`src/rtl/nip_pkg.sv`:
```
package nip_pkg;
  localparam int unsigned WORD_W = 16;
  localparam int unsigned LEN_W  = 4;

  typedef enum logic [2:0] {
    FLOW_SEQ      = 3'd0,
    FLOW_REL      = 3'd1,
    FLOW_FAR_DIR  = 3'd2,
    FLOW_NEAR_IND = 3'd3,
    FLOW_FAR_IND  = 3'd4
  } flow_e;

  function automatic logic [WORD_W-1:0] fall_through(
    input logic [WORD_W-1:0] ptr, input logic [LEN_W-1:0] len);
    return ptr + WORD_W'(len);
  endfunction

  function automatic logic [WORD_W-1:0] widen_disp(
    input logic [WORD_W-1:0] d, input logic is_wide);
    return is_wide ? d : {{(WORD_W-8){d[7]}}, d[7:0]};
  endfunction
endpackage

```
`src/rtl/nip_target.sv`:
```
module nip_target
  import nip_pkg::*;
#(
  parameter int unsigned W = WORD_W,
  parameter int unsigned L = LEN_W
) (
  input  logic [2:0]   kind,
  input  logic [W-1:0] cur_ptr,
  input  logic [W-1:0] cur_seg,
  input  logic [L-1:0] ilen,
  input  logic         wide,
  input  logic [W-1:0] disp,
  input  logic [W-1:0] imm_lo,
  input  logic [W-1:0] imm_hi,
  input  logic [W-1:0] mem_lo,
  input  logic [W-1:0] mem_hi,
  output logic [W-1:0] nxt_ptr,
  output logic [W-1:0] nxt_seg,
  output logic         seg_load
);
  logic [W-1:0] after_ptr;
  logic [W-1:0] ext_disp;

  always_comb begin
    after_ptr = fall_through(cur_ptr, ilen);
    ext_disp  = widen_disp(disp, wide);
    nxt_ptr   = after_ptr;
    nxt_seg   = cur_seg;
    seg_load  = 1'b0;
    case (kind)
      FLOW_REL:      nxt_ptr = after_ptr + ext_disp;
      FLOW_FAR_DIR:  begin nxt_ptr = imm_lo; nxt_seg = imm_hi; seg_load = 1'b1; end
      FLOW_NEAR_IND: nxt_ptr = mem_lo;
      FLOW_FAR_IND:  begin nxt_ptr = mem_lo; nxt_seg = mem_hi; seg_load = 1'b1; end
      default:       nxt_ptr = after_ptr;
    endcase
  end
endmodule

```
`src/rtl/nip_state.sv`:
```
module nip_state #(
  parameter int unsigned  W       = 16,
  parameter logic [W-1:0] INIT_SEG = '1,
  parameter logic [W-1:0] INIT_PTR = '0
) (
  input  logic         clk,
  input  logic         rst_n,
  input  logic         en,
  input  logic [W-1:0] d_seg,
  input  logic [W-1:0] d_ptr,
  output logic [W-1:0] q_seg,
  output logic [W-1:0] q_ptr
);
  always_ff @(posedge clk) begin
    if (!rst_n) begin
      q_seg <= INIT_SEG;
      q_ptr <= INIT_PTR;
    end else if (en) begin
      q_seg <= d_seg;
      q_ptr <= d_ptr;
    end
  end
endmodule

```
`src/rtl/nip_unit.sv`:
```
module nip_unit
  import nip_pkg::*;
#(
  parameter logic [WORD_W-1:0] RESET_SEG = 16'hFFFF,
  parameter logic [WORD_W-1:0] RESET_PTR = 16'h0000
) (
  input  logic              clk,
  input  logic              rst_n,
  input  logic              step,
  input  logic [2:0]        kind,
  input  logic [LEN_W-1:0]  ilen,
  input  logic              wide,
  input  logic [WORD_W-1:0] disp,
  input  logic [WORD_W-1:0] imm_lo,
  input  logic [WORD_W-1:0] imm_hi,
  input  logic [WORD_W-1:0] mem_lo,
  input  logic [WORD_W-1:0] mem_hi,
  output logic [WORD_W-1:0] seg_q,
  output logic [WORD_W-1:0] ptr_q
);
  logic [WORD_W-1:0] nxt_ptr, nxt_seg;
  logic              seg_load;

  nip_target #(.W(WORD_W), .L(LEN_W)) u_target (
    .kind(kind), .cur_ptr(ptr_q), .cur_seg(seg_q), .ilen(ilen), .wide(wide),
    .disp(disp), .imm_lo(imm_lo), .imm_hi(imm_hi), .mem_lo(mem_lo),
    .mem_hi(mem_hi), .nxt_ptr(nxt_ptr), .nxt_seg(nxt_seg), .seg_load(seg_load)
  );

  nip_state #(.W(WORD_W), .INIT_SEG(RESET_SEG), .INIT_PTR(RESET_PTR)) u_state (
    .clk(clk), .rst_n(rst_n), .en(step), .d_seg(nxt_seg), .d_ptr(nxt_ptr),
    .q_seg(seg_q), .q_ptr(ptr_q)
  );
endmodule

```
`config.mk`:
```
export PLATFORM = sky130hd
export DESIGN_NAME = nip_unit
export DESIGN_NICKNAME = d
export VERILOG_FILES = /design/src/rtl/nip_pkg.sv /design/src/rtl/nip_target.sv /design/src/rtl/nip_state.sv /design/src/rtl/nip_unit.sv
export SDC_FILE = /design/constraint.sdc
export NUM_CORES = 1
export LEC_CHECK = 0
export ABC_AREA = 1
export BUFFER_PORTS_ARGS = -buffer_cell sky130_fd_sc_hd__buf_2
export CAP_MARGIN = 40
export CORE_ASPECT_RATIO = 0.5
export CORE_UTILIZATION = 30
export CTS_BUF_LIST = sky130_fd_sc_hd__clkbuf_16
export DETAILED_ROUTE_END_ITERATION = 6
export RECOVER_POWER = 25
export SYNTH_ARGS = -nofsm -noshare
export SYNTH_HDL_FRONTEND = slang
export SYNTH_SLANG_ARGS = --single-unit
```
`constraint.sdc`:
```
create_clock -name clk -period 9.3 [get_ports clk]
set_input_delay 0.93 -clock clk [delete_from_list [all_inputs] [get_ports clk]]
set_output_delay 0.93 -clock clk [all_outputs]
set_load 0.05 [all_outputs]
```
; After elaboration in Yosys (flattened, before gate mapping)
; Cells that the tools add are included.
[op_classes]
add_sub_neg = 2
n_eq_ne = 4
n_mux = 3
n_reduce_logical = 3
[ops]
columns = cell, count
row1 = $pmux 16 s3, 1
row2 = $pmux 16 s2, 1
row3 = $add 16x16->16, 1
row4 = $add 16x4->16, 1
row5 = $mux 16, 1
row6 = $eq 3x2->1 const B, 2
row7 = $eq 3x1->1 const B, 1
row8 = $eq 3x3->1 const B, 1
row9 = $reduce_and 2->1, 1
row10 = $reduce_bool 2->1, 1
row11 = $reduce_or 2->1, 1
[word_totals]
reg_bits = 32
in_bits = 91
wordCells = 14

; Longest topological paths before layout
; Gate-level depths: netlist (run 1).
[logic_depth]
depth_word = 3
mapped_depth = 22

; Cells and area by module
; From an unflattened synthesis (run 1), not the netlist that was laid out.
[unflattened]
cells_unflattened = 545
hier_area_um2 = 3268.1
[modules_own_cells]
columns = mod, n_inst, cells_per_inst, area_each_um2, seq_area_each_um2
row1 = nip_target, 1, 375, 2068.2, 0.0
row2 = nip_state, 1, 170, 1199.9, 640.6

; Worst setup path after synthesis (run 1)
; No wires, ideal clock.
[synth_path]
path_kind = input port to flip-flop
startpoint = input port ilen[0]
endpoint = register u_state.q_ptr[9]
arrival_ns = 3.450
required_ns = 9.160
slack_ns = 5.710
cell_stages = 18
n_path_buf = 0
cell_sequence = ha_1 > fa_1 > nand3_1 > nand3_2 > or2_2 > nand2_1 > inv_1 > ha_1 > a21o_1 > a21oi_1 > a21oi_2 > nand2_1 > nand2_2 > or2_1 > nand3_1 > nand3_1 > nand2_1 > a21oi_1
[synth_between]
elab_chain_cells = 3
[synth_rtl]
columns = element, line
row1 = from (decl), nip_unit.sv:11  ; input logic [LEN_W-1:0] ilen,
row2 = $add 16x4->16 *, nip_pkg.sv:15  ; return ptr + WORD_W'(len);
row3 = $add 16x16->16, nip_target.sv:31  ; FLOW_REL: nxt_ptr = after_ptr + ext_disp;
row4 = $pmux 16 s3 *, nip_target.sv:30  ; case (kind)
row5 = to (signal assigned), nip_state.sv:20  ; q_ptr <= d_ptr;
row6 = to (decl), nip_state.sv:12  ; output logic [W-1:0] q_ptr
; Mark *: on every way between the ends. The rest lies on a longest branch, timed or not.
; A chain may end at the register's enable or synchronous reset.

; Final worst setup path (run 1)
; Ends and elaborated chain as after synthesis.

==> impl_metrics.csv, run 1 <==
group,metric,value,unit
outcome,status,"completed",
timing,setup_viol,0,
die,die_h,72.9,µm
layout,mostFrequentLayoutCells,"nand2_1, buf_2, nor2_1",
die,die_w,144,µm
synth,syn_inst,451,
drt,wl_per_cell,12.5,µm
power_and_ir_drop,power-per-cell-area,141,nW/µm²
synth,syn_area,3010,µm²
synth,synth_edf_count,0,
job,maxCapViolations,0,
setup_path,crit_fanout,7,
placed_design,place.gp.congestion,0.889,
placed_design,io_buffers,122,
layout,fin_nets,676,
drt,wirelength,8770,µm
timing,min_period,3.66,ns
clock_network,clock_latency,0.28,ns
grt,grtUsageMet3,0.0479,
grt,antenna_found_initial,1,
setup_path,cp-start-kind,"input port",
grt,busiest_layer,"met2",
synth,ys_warn_count,0,
layout,area_growth,28.0,%
clock_network,cts_buffers,5,
grt,grt_usage,0.175,
power_and_ir_drop,finalPower,0.000542,W
grt,grt_pass1_vias,3134,
setup_path,arrival,3.80,ns
die,start_util,0.314,
timing,setup_tns,0,ns
synth,yosys_most_used_dff,"dfxtp_1",
timing,post-route-period-util,0.394,
worst_hold_path,hp-class,"reg -> reg",
clock_network,ctsResizeCount,0,
drt,ant_nets,0,
drt,drt-initial-drc-count,101,
layout,layout-drive-gt1-share,0.284,
timing,fin_skew,0.00552,ns
clock_network,postCtsSetupBuffers,0,
die,die-area,10500,µm²
drt,via_per_inst,4.70,
layout,fin_util,0.402,
layout,fillCellCount,1037,
power_and_ir_drop,p_sw,0.000199,W
setup_path,crit_type,"in -> reg",
timing,max-slew-margin-rel,0.446,
die,core_area,9600,µm²
synth,postSynthAreaPerCell,6.68,µm²
synth,yosys.cell_types.count,46,
grt,grt_util_met2,0.332,
synth,seq_area_frac_synth,0.213,
grt,overflow,0,
layout,final-seq-area,641,µm²
drt,firstDrtPassIters,7,
grt,grt_max_degree,23,
layout,multi_input_area,2110,µm²
power_and_ir_drop,internal_power,0.000343,W
drt,drc,0,
timing,drv_slew,0,
grt,grt_pass1_wl,14200,µm
synth,ys_seq_elements,32,
power_and_ir_drop,combinationalPowerShare,0.368,
grt,grt_util_met1,0.200,
timing,hold_slack,0.462,ns
timing,rsz0062_at_grt,"no",
power_and_ir_drop,pwr-share-clk,0.346,
clock_network,clock-sinks,32,
timing,max_freq,0.273,GHz
power_and_ir_drop,ir_worst_vdd,0.0687,mV
setup_path,end_kind,"flip-flop",
power_and_ir_drop,p_seq_frac,0.286,
die,pin_count,123,
clock_network,cts.root.buffer_cell,"clkbuf_16",
placed_design,dp_hpwl,7030,µm
timing,hold_violations,0,
layout,final_common_cell,"nand2_1",
die,num_rows,25,
setup_path,required,9.44,ns
power_and_ir_drop,swShare,0.367,
clock_network,path_clk_slew,0.05,ns
power_and_ir_drop,p_leak,1.98,nW
timing,tightest_slew,0.828,ns
timing,setup_slack,5.64,ns
clock_network,cts_max_level,2,
clock_network,clk_path_buf_depth,2,
clock_network,hold_buffers,0,
synth,async_flop_share,0,
drt,via_count,3292,
placed_design,dp_slack,5.38,ns
synth,synthesis.nets,564,
clock_network,tritoncts,"done",
==> per-layer routing <==
| metal | routed length (µm) | up-vias |
|---|---|---|
| met5 | 0 | - |
| met1 | 4040 | 1457 |
| met4 | 61 | 0 |
| met2 | 4190 | 72 |
| li1 | - | 1757 |
| met3 | 479 | 6 |
==> logic make-up after synthesis <==
group	Yosys count	share of synthesized area
adders and majority gates	22	0.0963
and+or+nand+nor	228	0.348
buffers and inverters	62	0.0888
DFF	32	0.213
AOI/OAI and AO/OA	95	0.219
xor gates and xnor gates	12	0.0349
==> per-stage QoR <==
| step | instances | instance area [µm²] |
|---|---|---|
| after floorplan | 451 | 3010 |
| after global placement | 690 | 3690 |
| after detailed placement | 691 | 3710 |
| final | 700 | 3860 |
| after CTS | 699 | 3880 |
| after global routing | 699 | 3860 |
==> power by group through the flow <==
stage / clock (W) / sequential, W / combinational, W
after global routing: 0.000199 / 0.000157 / 0.000222
final: 0.000187 / 0.000155 / 0.000199
after CTS: 0.000194 / 0.000155 / 0.000202
after floorplan: 0 / 0.000189 / 0.000116
after detailed placement: 0 / 0.000158 / 0.000201
after global placement: 0 / 0.000158 / 0.000198
==> path summary, 6_finish.rpt <==
path	startpoint	to	slack, ns	depth (start not counted)
max	ilen[0]	u_state.q_ptr[9]$_SDFFE_PN0P_	5.64	19
min	u_state.q_seg[2]$_SDFFE_PN1P_	u_state.q_seg[2]$_SDFFE_PN1P_	0.46	2
max reg2reg	u_state.q_ptr[0]$_SDFFE_PN0P_	u_state.q_ptr[9]$_SDFFE_PN0P_	6.08	18
min reg2reg	u_state.q_seg[2]$_SDFFE_PN1P_	u_state.q_seg[2]$_SDFFE_PN1P_	0.46	2
==> worst max-delay path, stage by stage <==
cell     delay (ns)
buf_2          0.10
ha_1           0.23
fa_1           0.43
nand3_1        0.11
nand3_2        0.11
or2_2          0.29
nand2_1        0.08
inv_1          0.05
ha_1           0.35
a21o_1         0.20
a21oi_1        0.19
a21oi_2        0.11
nand2_1        0.09
nand2_2        0.06
or2_1          0.21
nand3_1        0.06
nand3_1        0.06
nand2_1        0.07
a21oi_1        0.06
==> cell type report <==
cell class	count	share of cell area
diodes	1	0.000649
clock buffers	5	0.0324
clock inverters	3	0.0110
inverters	44	0.0435
multi-input cells	357	0.546
flip-flops and latches	32	0.166
well taps	135	0.0438
repair buffers	123	0.157
==> flip-flops by register name (all words and copies together), names as in the netlist <==
name	cells
u_state.q_seg	16
u_state.q_ptr	16
==> synth_stat cells (all sizes together) (3+ instances only) <==
cell type  number  area share
o311ai         16       0.046
xnor2           3      0.0087
a21oi          34       0.065
ha             20       0.083
nor2           53       0.072
inv            44       0.056
clkbuf         11       0.014
nand3          33       0.063
dfxtp          32        0.21
nor3            6       0.017
xor2            9       0.026
a31oi           5       0.010
or2             6       0.012
nand2         124        0.17
o21ai          12       0.024
a22oi          13       0.032
a221oi          3      0.0087
a21o            4       0.010
buf             7       0.020
No activity file was read; power rests on OpenSTA's default activity.
==> inputs of run 2 (changes only) <==
- clock period: 9.3 -> 2.97 ns (I/O delays scaled with it)
==> run 2 against run 1 <==
Effect of this change:
- the flow now finishes with violations (negative setup slack)
- cell count rose by 4.0%
- critical path depth rose by 3
- wire length rose by 8.4%
- clock skew barely moved
- combinational power rose to 3.8 times the previous value
- first-iteration DRC count rose by 57%
- non-clock buffer count rose by 29
- die area did not move
- clock power rose to 3.1 times the previous value
- global-route usage rose by 0.69 points
- core utilization rose by 4.7 points
- sequential cell count did not move
- largest cell class unchanged
- highest routed layer unchanged
==> impl_metrics.csv, run 2 (synthesis gave the netlist of run 1 again) <==
group,metric,value,unit
outcome,status,"finished, violations left",
outcome,violations,"negative setup slack",
layout,fillCellCount,1035,
setup_path,end_kind,"flip-flop",
setup_path,crit_fanout,5,
timing,setup_viol,1,
clock_network,clk_path_buf_depth,2,
die,die_h,72.9,µm
clock_network,cts_max_level,2,
layout,layout.cells.non_filler,728,
die,die_w,144,µm
timing,max-slew-margin-rel,0.506,
die,start_util,0.314,
grt,grt_usage,0.182,
timing,max_freq,0.332,GHz
worst_hold_path,min_to,"u_state.q_ptr[2]$_SDFFE_PN0P_",
timing,rsz0062_at_grt,"yes",
setup_path,arrival,3.15,ns
layout,layout-drive-gt1-share,0.390,
clock_network,tritoncts,"done",
setup_path,crit_type,"reg -> reg",
clock_network,clock-sinks,32,
worst_hold_path,hp-start,"mem_lo[2]",
grt,busiest_layer,"met2",
setup_path,slowest_delay,0.42,ns
setup_path,cpMaxStageDelayCell,"fa_2",
power_and_ir_drop,finalPower,0.00184,W
drt,via_per_inst,4.77,
placed_design,dp.cells,715,
timing,hold_violations,0,
die,core_area,9600,µm²
timing,fin_skew,0.00541,ns
worst_hold_path,worstHoldPathCells,3,
drt,drc,0,
layout,diodes,0,
timing,setup_slack,-0.0376,ns
die,die-area,10500,µm²
setup_path,reg2reg_slack,-0.04,ns
job,maxCapViolations,0,
die,pin_count,123,
clock_network,cts.root.buffer_cell,"clkbuf_16",
grt,grt_pass1_wl,14800,µm
setup_path,crit_chain,"ha_4 > fa_2 > nand3_2 > nand3_4 > nand2_2 > nor2_2 > xnor2_2 > inv_2 > ha_4 > nand2_4 > nor2_4 > nand2_2 > a21oi_4 > nand3_2 > nand2_2 > nand2_2 > nand2_1 > nand2_1 > nand3_1 > nand2_1 > nand2_2 > a21oi_2",
grt,grt_util_met1,0.226,
drt,wl_per_cell,13.1,µm
clock_network,cts_buffers,5,
drt,drt-initial-drc-count,159,
grt,grt_max_degree,33,
power_and_ir_drop,p_leak,2.15,nW
setup_path,required,3.11,ns
grt,grtUsageMet3,0.0466,
timing,hold_slack,0.315,ns
layout,mostFrequentLayoutCells,"buf_2, nand2_1, nor2_1",
layout,fin_nets,705,
setup_path,rr_worst_depth,22,
drt,wirelength,9520,µm
drt,via_count,3473,
setup_path,timing.rr.end,"u_state.q_ptr[15]$_SDFFE_PN0P_",
grt,overflow,0,
layout,final_common_cell,"buf_2",
layout,top_regs,"u_state.q_ptr x16, u_state.q_seg x16",
grt,antenna_found_initial,0,
timing,post-route-period-util,1.01,
drt,firstDrtPassIters,4,
layout,fin_util,0.449,
layout,area_growth,43.0,%
setup_path,cp_common_cell,"nand2_2",
clock_network,clock_latency,0.28,ns
power_and_ir_drop,power-per-cell-area,426,nW/µm²
power_and_ir_drop,ir_worst_vdd,0.223,mV
timing,min_period,3.01,ns
die,num_rows,25,
drt,ant_nets,0,
placed_design,place.gp.congestion,0.864,
placed_design,dp_hpwl,7250,µm
grt,grt_pass1_vias,3108,
worst_hold_path,hp-class,"in -> reg",
setup_path,rr_startpoint,"u_state.q_ptr[0]$_SDFFE_PN0P_",
setup_path,cp-start-kind,"flip-flop",
placed_design,io_buffers,122,
timing,drv_slew,0,
grt,grt_util_met2,0.326,
timing,tightest_slew,0.740,ns
clock_network,path_clk_slew,0.06,ns
run 2: how the worst max path moves through the flow:
stage	start	endpoint	slack, ns
floorplan	u_state.q_ptr[0]$_SDFFE_PN0P_	u_state.q_ptr[9]$_SDFFE_PN0P_	0.01
global placement	ilen[0]	u_state.q_ptr[15]$_SDFFE_PN0P_	-0.14
detailed placement	ilen[0]	u_state.q_ptr[15]$_SDFFE_PN0P_	-0.18
CTS	u_state.q_ptr[0]$_SDFFE_PN0P_	u_state.q_ptr[13]$_SDFFE_PN0P_	0.004
global route	u_state.q_ptr[0]$_SDFFE_PN0P_	u_state.q_ptr[15]$_SDFFE_PN0P_	-0.25
finish	u_state.q_ptr[0]$_SDFFE_PN0P_	u_state.q_ptr[15]$_SDFFE_PN0P_	-0.04
run 2: cell type report:
| cell class | instances | area (µm²) | area share |
|---|---|---|---|
| Multi-Input combinational cell | 357 | 2340 | 0.542 |
| Timing Repair Buffer | 152 | 823 | 0.191 |
| Sequential cell | 32 | 648 | 0.150 |
| Inverter | 44 | 170 | 0.0395 |
| Tap cell | 135 | 169 | 0.0392 |
| Clock buffer | 5 | 125 | 0.0290 |
| Clock inverter | 3 | 37.5 | 0.00871 |
run 2: worst max-delay path, delay by kind of cell, from the launching register on:
kind	cells	cell delay (ns)
flip-flops	1	0.35
XOR/XNOR	1	0.19
AND/OR/NAND/NOR	15	1.12
adder cells (fa/ha/maj)	3	0.87
AO/OA/AOI/OAI	2	0.26
buffers and inverters	1	0.07
run 2: metal layers:
metal | wire length, µm | up-vias
met5 | 0 | -
met3 | 579 | 4
met1 | 4370 | 1560
met2 | 4520 | 95
li1 | - | 1814
met4 | 45 | 0
run 2: per-stage QoR:
stage               cell area (µm²)  setup TNS [ns]  setup WS (ns)
finish                         4310         -0.0376        -0.0376
global route                   4310           -1.25         -0.245
CTS                            4110               0        0.00427
detailed placement             3890           -1.23         -0.181
global placement               3890          -0.826         -0.142
floorplan                      3030               0        0.00994
run 2: timing repair:
action | CTS | global route
setup buffers | 2 | 3
hold buffers | 0 | 0
gates resized for setup | 5 | 44
pin swaps | 2 | 22
endpoints found under the setup margin | 9 | 11
hold endpoints to repair | 0 | 0
cloned | 0 | 0
run 2: power breakdown:
part | switching [W] | total [W] | internal [W]
logic | 0.000456 | 0.000761 | 0.000304
clock network | 0.000198 | 0.000588 | 0.000390
registers | 0.0000274 | 0.000488 | 0.000460
total | 0.000682 | 0.00184 | 0.00115
==> inputs of run 3 (changes only) <==
- clock period: 2.97 -> 2.9 ns (I/O delays scaled with it)
==> run 3 against run 2 <==
Effect of this change:
- the run now ends clean
- wire length grew 1.3%
- total power grew 2.5%
- fmax grew 4.4%
- global-route usage shrank 0.090 points
- setup slack gained 0.056 ns
- clock power grew 3%
- sequential power grew 2%
- design area grew 1.7%
- combinational power grew 2%
- register-to-register slack gained 0.06 ns
- critical path type unchanged
- critical endpoint is now u_state.q_ptr[9]$_SDFFE_PN0P_
- largest power group unchanged
==> impl_metrics.csv, run 3 (synthesis gave the netlist of run 1 again) <==
group,metric,value,unit
clock_network,cts_buffers,5,
clock_network,cts.root.buffer_cell,"clkbuf_16",
clock_network,path_clk_slew,0.06,ns
setup_path,required,3.04,ns
grt,antenna_found_initial,1,
power_and_ir_drop,ir_worst_vdd,0.255,mV
drt,via_per_inst,4.79,
timing,setup_viol,0,
timing,max_freq,0.347,GHz
setup_path,end_kind,"flip-flop",
setup_path,cp-start-kind,"flip-flop",
layout,layout.cells.non_filler,735,
die,pin_count,123,
worst_hold_path,worstHoldPathCells,3,
layout,fin_util,0.457,
power_and_ir_drop,combinationalPowerShare,0.413,
timing,setup_slack,0.0188,ns
placed_design,dp_hpwl,7230,µm
placed_design,dp.cells,722,
timing,tightest_slew,0.722,ns
drt,wl_per_cell,13.1,µm
timing,drv_slew,0,
drt,dr_wl_met2,4720,µm
clock_network,tritoncts,"done",
die,die_h,72.9,µm
die,die-area,10500,µm²
power_and_ir_drop,swShare,0.366,
layout,layout-drive-gt1-share,0.398,
drt,via_count,3517,
grt,overflow,0,
die,start_util,0.314,
drt,wirelength,9640,µm
drt,route.met3.wl,481,µm
clock_network,hold_buffers,0,
timing,hold_violations,0,
timing,post-route-period-util,0.994,
drt,ant_nets,0,
drt,drt-initial-drc-count,114,
drt,top_layer,"met5",
setup_path,crit_fanout,6,
layout,diodes,0,
layout,mostFrequentLayoutCells,"buf_2, nand2_1, nor2_1",
setup_path,rr_worst_depth,18,
worst_hold_path,min_to,"u_state.q_ptr[2]$_SDFFE_PN0P_",
placed_design,dp_slack,-0.194,ns
setup_path,arrival,3.02,ns
drt,met1_length,4370,µm
clock_network,clock-sinks,32,
layout,final_common_cell,"buf_2",
layout,fillCellCount,1013,
die,die_w,144,µm
power_and_ir_drop,finalPower,0.00188,W
timing,rsz0062_at_grt,"yes",
setup_path,timing.rr.end,"u_state.q_ptr[9]$_SDFFE_PN0P_",
worst_hold_path,hp-start,"mem_lo[2]",
placed_design,io_buffers,122,
power_and_ir_drop,pwr-share-clk,0.322,
power_and_ir_drop,p_leak,2.17,nW
die,core_area,9600,µm²
drt,firstDrtPassIters,4,
grt,grt_pass1_vias,3139,
placed_design,place.gp.congestion,0.910,
outcome,status,"completed",
power_and_ir_drop,internal_power,0.00119,W
timing,min_period,2.88,ns
timing,fin_skew,0.00381,ns
clock_network,cts_max_level,2,
clock_network,clk_path_buf_depth,2,
layout,fin_nets,712,
layout,top_regs,"u_state.q_ptr x16, u_state.q_seg x16",
setup_path,rr_startpoint,"u_state.q_ptr[0]$_SDFFE_PN0P_",
setup_path,crit_type,"reg -> reg",
layout,area_growth,45.5,%
job,maxCapViolations,0,
worst_hold_path,hp-class,"in -> reg",
setup_path,reg2reg_slack,0.02,ns
timing,hold_slack,0.309,ns
clock_network,clock_latency,0.28,ns
power_and_ir_drop,p_sw,0.000689,W
grt,grt_pass1_wl,14700,µm
die,num_rows,25,
power_and_ir_drop,power-per-cell-area,429,nW/µm²
grt,grt_usage,0.181,
drt,drc,0,
power_and_ir_drop,p_seq_frac,0.265,
grt,grt_max_degree,33,
timing,max-slew-margin-rel,0.518,
-- run 3: cell types whose count changed in the layout (fill, tap and decap cells not counted), moves of 2 or more --
cell / previous run / this run
nand3_2: 8 / 6
ha_4: 5 / 10
nand2_1: 103 / 105
nand3_1: 24 / 26
buf_4: 29 / 37
clkinv_1: 2 / 0
ha_1: 15 / 10
inv_2: 5 / 7
-- run 3: cell type report --
| cell class | instances | area (µm²) | area share |
|---|---|---|---|
| multi-input cells | 357 | 2360 | 0.538 |
| inverters | 44 | 168 | 0.0382 |
| flip-flops and latches | 32 | 648 | 0.148 |
| repair buffers | 159 | 872 | 0.199 |
| well taps | 135 | 169 | 0.0385 |
| clock buffers | 5 | 125 | 0.0285 |
| clock inverters | 3 | 42.5 | 0.00970 |
-- run 3: critical path, cell delays in order (launching register included) --
cell and delay, ns:
dfxtp_4 0.35, ha_4 0.16, fa_2 0.37, nand3_2 0.11
nand3_4 0.08, or2_4 0.27, nand2_4 0.06, inv_2 0.04
ha_4 0.22, a21o_1 0.20, a21oi_2 0.17, a21oi_2 0.10
nand2_1 0.08, nand2_2 0.06, or2_1 0.23, nand3_1 0.06
nand3_1 0.07, nand2_1 0.07, a21oi_1 0.05
-- run 3: through the flow --
step | TNS, ns | area [µm²]
finish | 0 | 4380
global route | -1.32 | 4380
CTS | -0.437 | 4220
detailed placement | -1.32 | 3960
global placement | -1.03 | 3960
floorplan | 0 | 3040
-- run 3: repair_timing --
action                                 4_1_cts  5_1_grt
setup endpoints to repair                    9       11
cloned                                       0        0
pin swaps                                    9       25
buffers inserted                             4        2
endpoints found under the hold margin        0        0
gates resized for setup                      9       30
-- run 3: layer usage --
layer / vias up / track usage
met3: 6 / 0.0453
met1: 1588 / 0.218
met4: 2 / 0.0307
li1: 1829 / -
met2: 92 / 0.333
met5: - / 0
-- run 3: worst max-delay path by stage --
stage	startpoint	to	slack [ns]	cells past startpoint
2_1_floorplan	u_state.q_ptr[0]$_SDFFE_PN0P_	u_state.q_ptr[15]$_SDFFE_PN0P_	0.03	21
3_3_place_gp	ilen[2]	u_state.q_ptr[14]$_SDFFE_PN0P_	-0.16	20
3_5_place_dp	ilen[2]	u_state.q_ptr[14]$_SDFFE_PN0P_	-0.19	20
4_1_cts	u_state.q_ptr[0]$_SDFFE_PN0P_	u_state.q_ptr[14]$_SDFFE_PN0P_	-0.07	22
5_1_grt	u_state.q_ptr[0]$_SDFFE_PN0P_	u_state.q_ptr[15]$_SDFFE_PN0P_	-0.19	22
6_report	u_state.q_ptr[0]$_SDFFE_PN0P_	u_state.q_ptr[9]$_SDFFE_PN0P_	0.02	18
-- run 3: power by group through the flow --
stage          clock network (W)  registers, W  logic [W]
5_1_grt                 0.000640      0.000503   0.000857
6_report                0.000606      0.000498   0.000777
3_3_place_gp                   0      0.000504   0.000713
3_5_place_dp                   0      0.000504   0.000717
2_1_floorplan                  0      0.000607   0.000380
4_1_cts                 0.000622      0.000496   0.000741
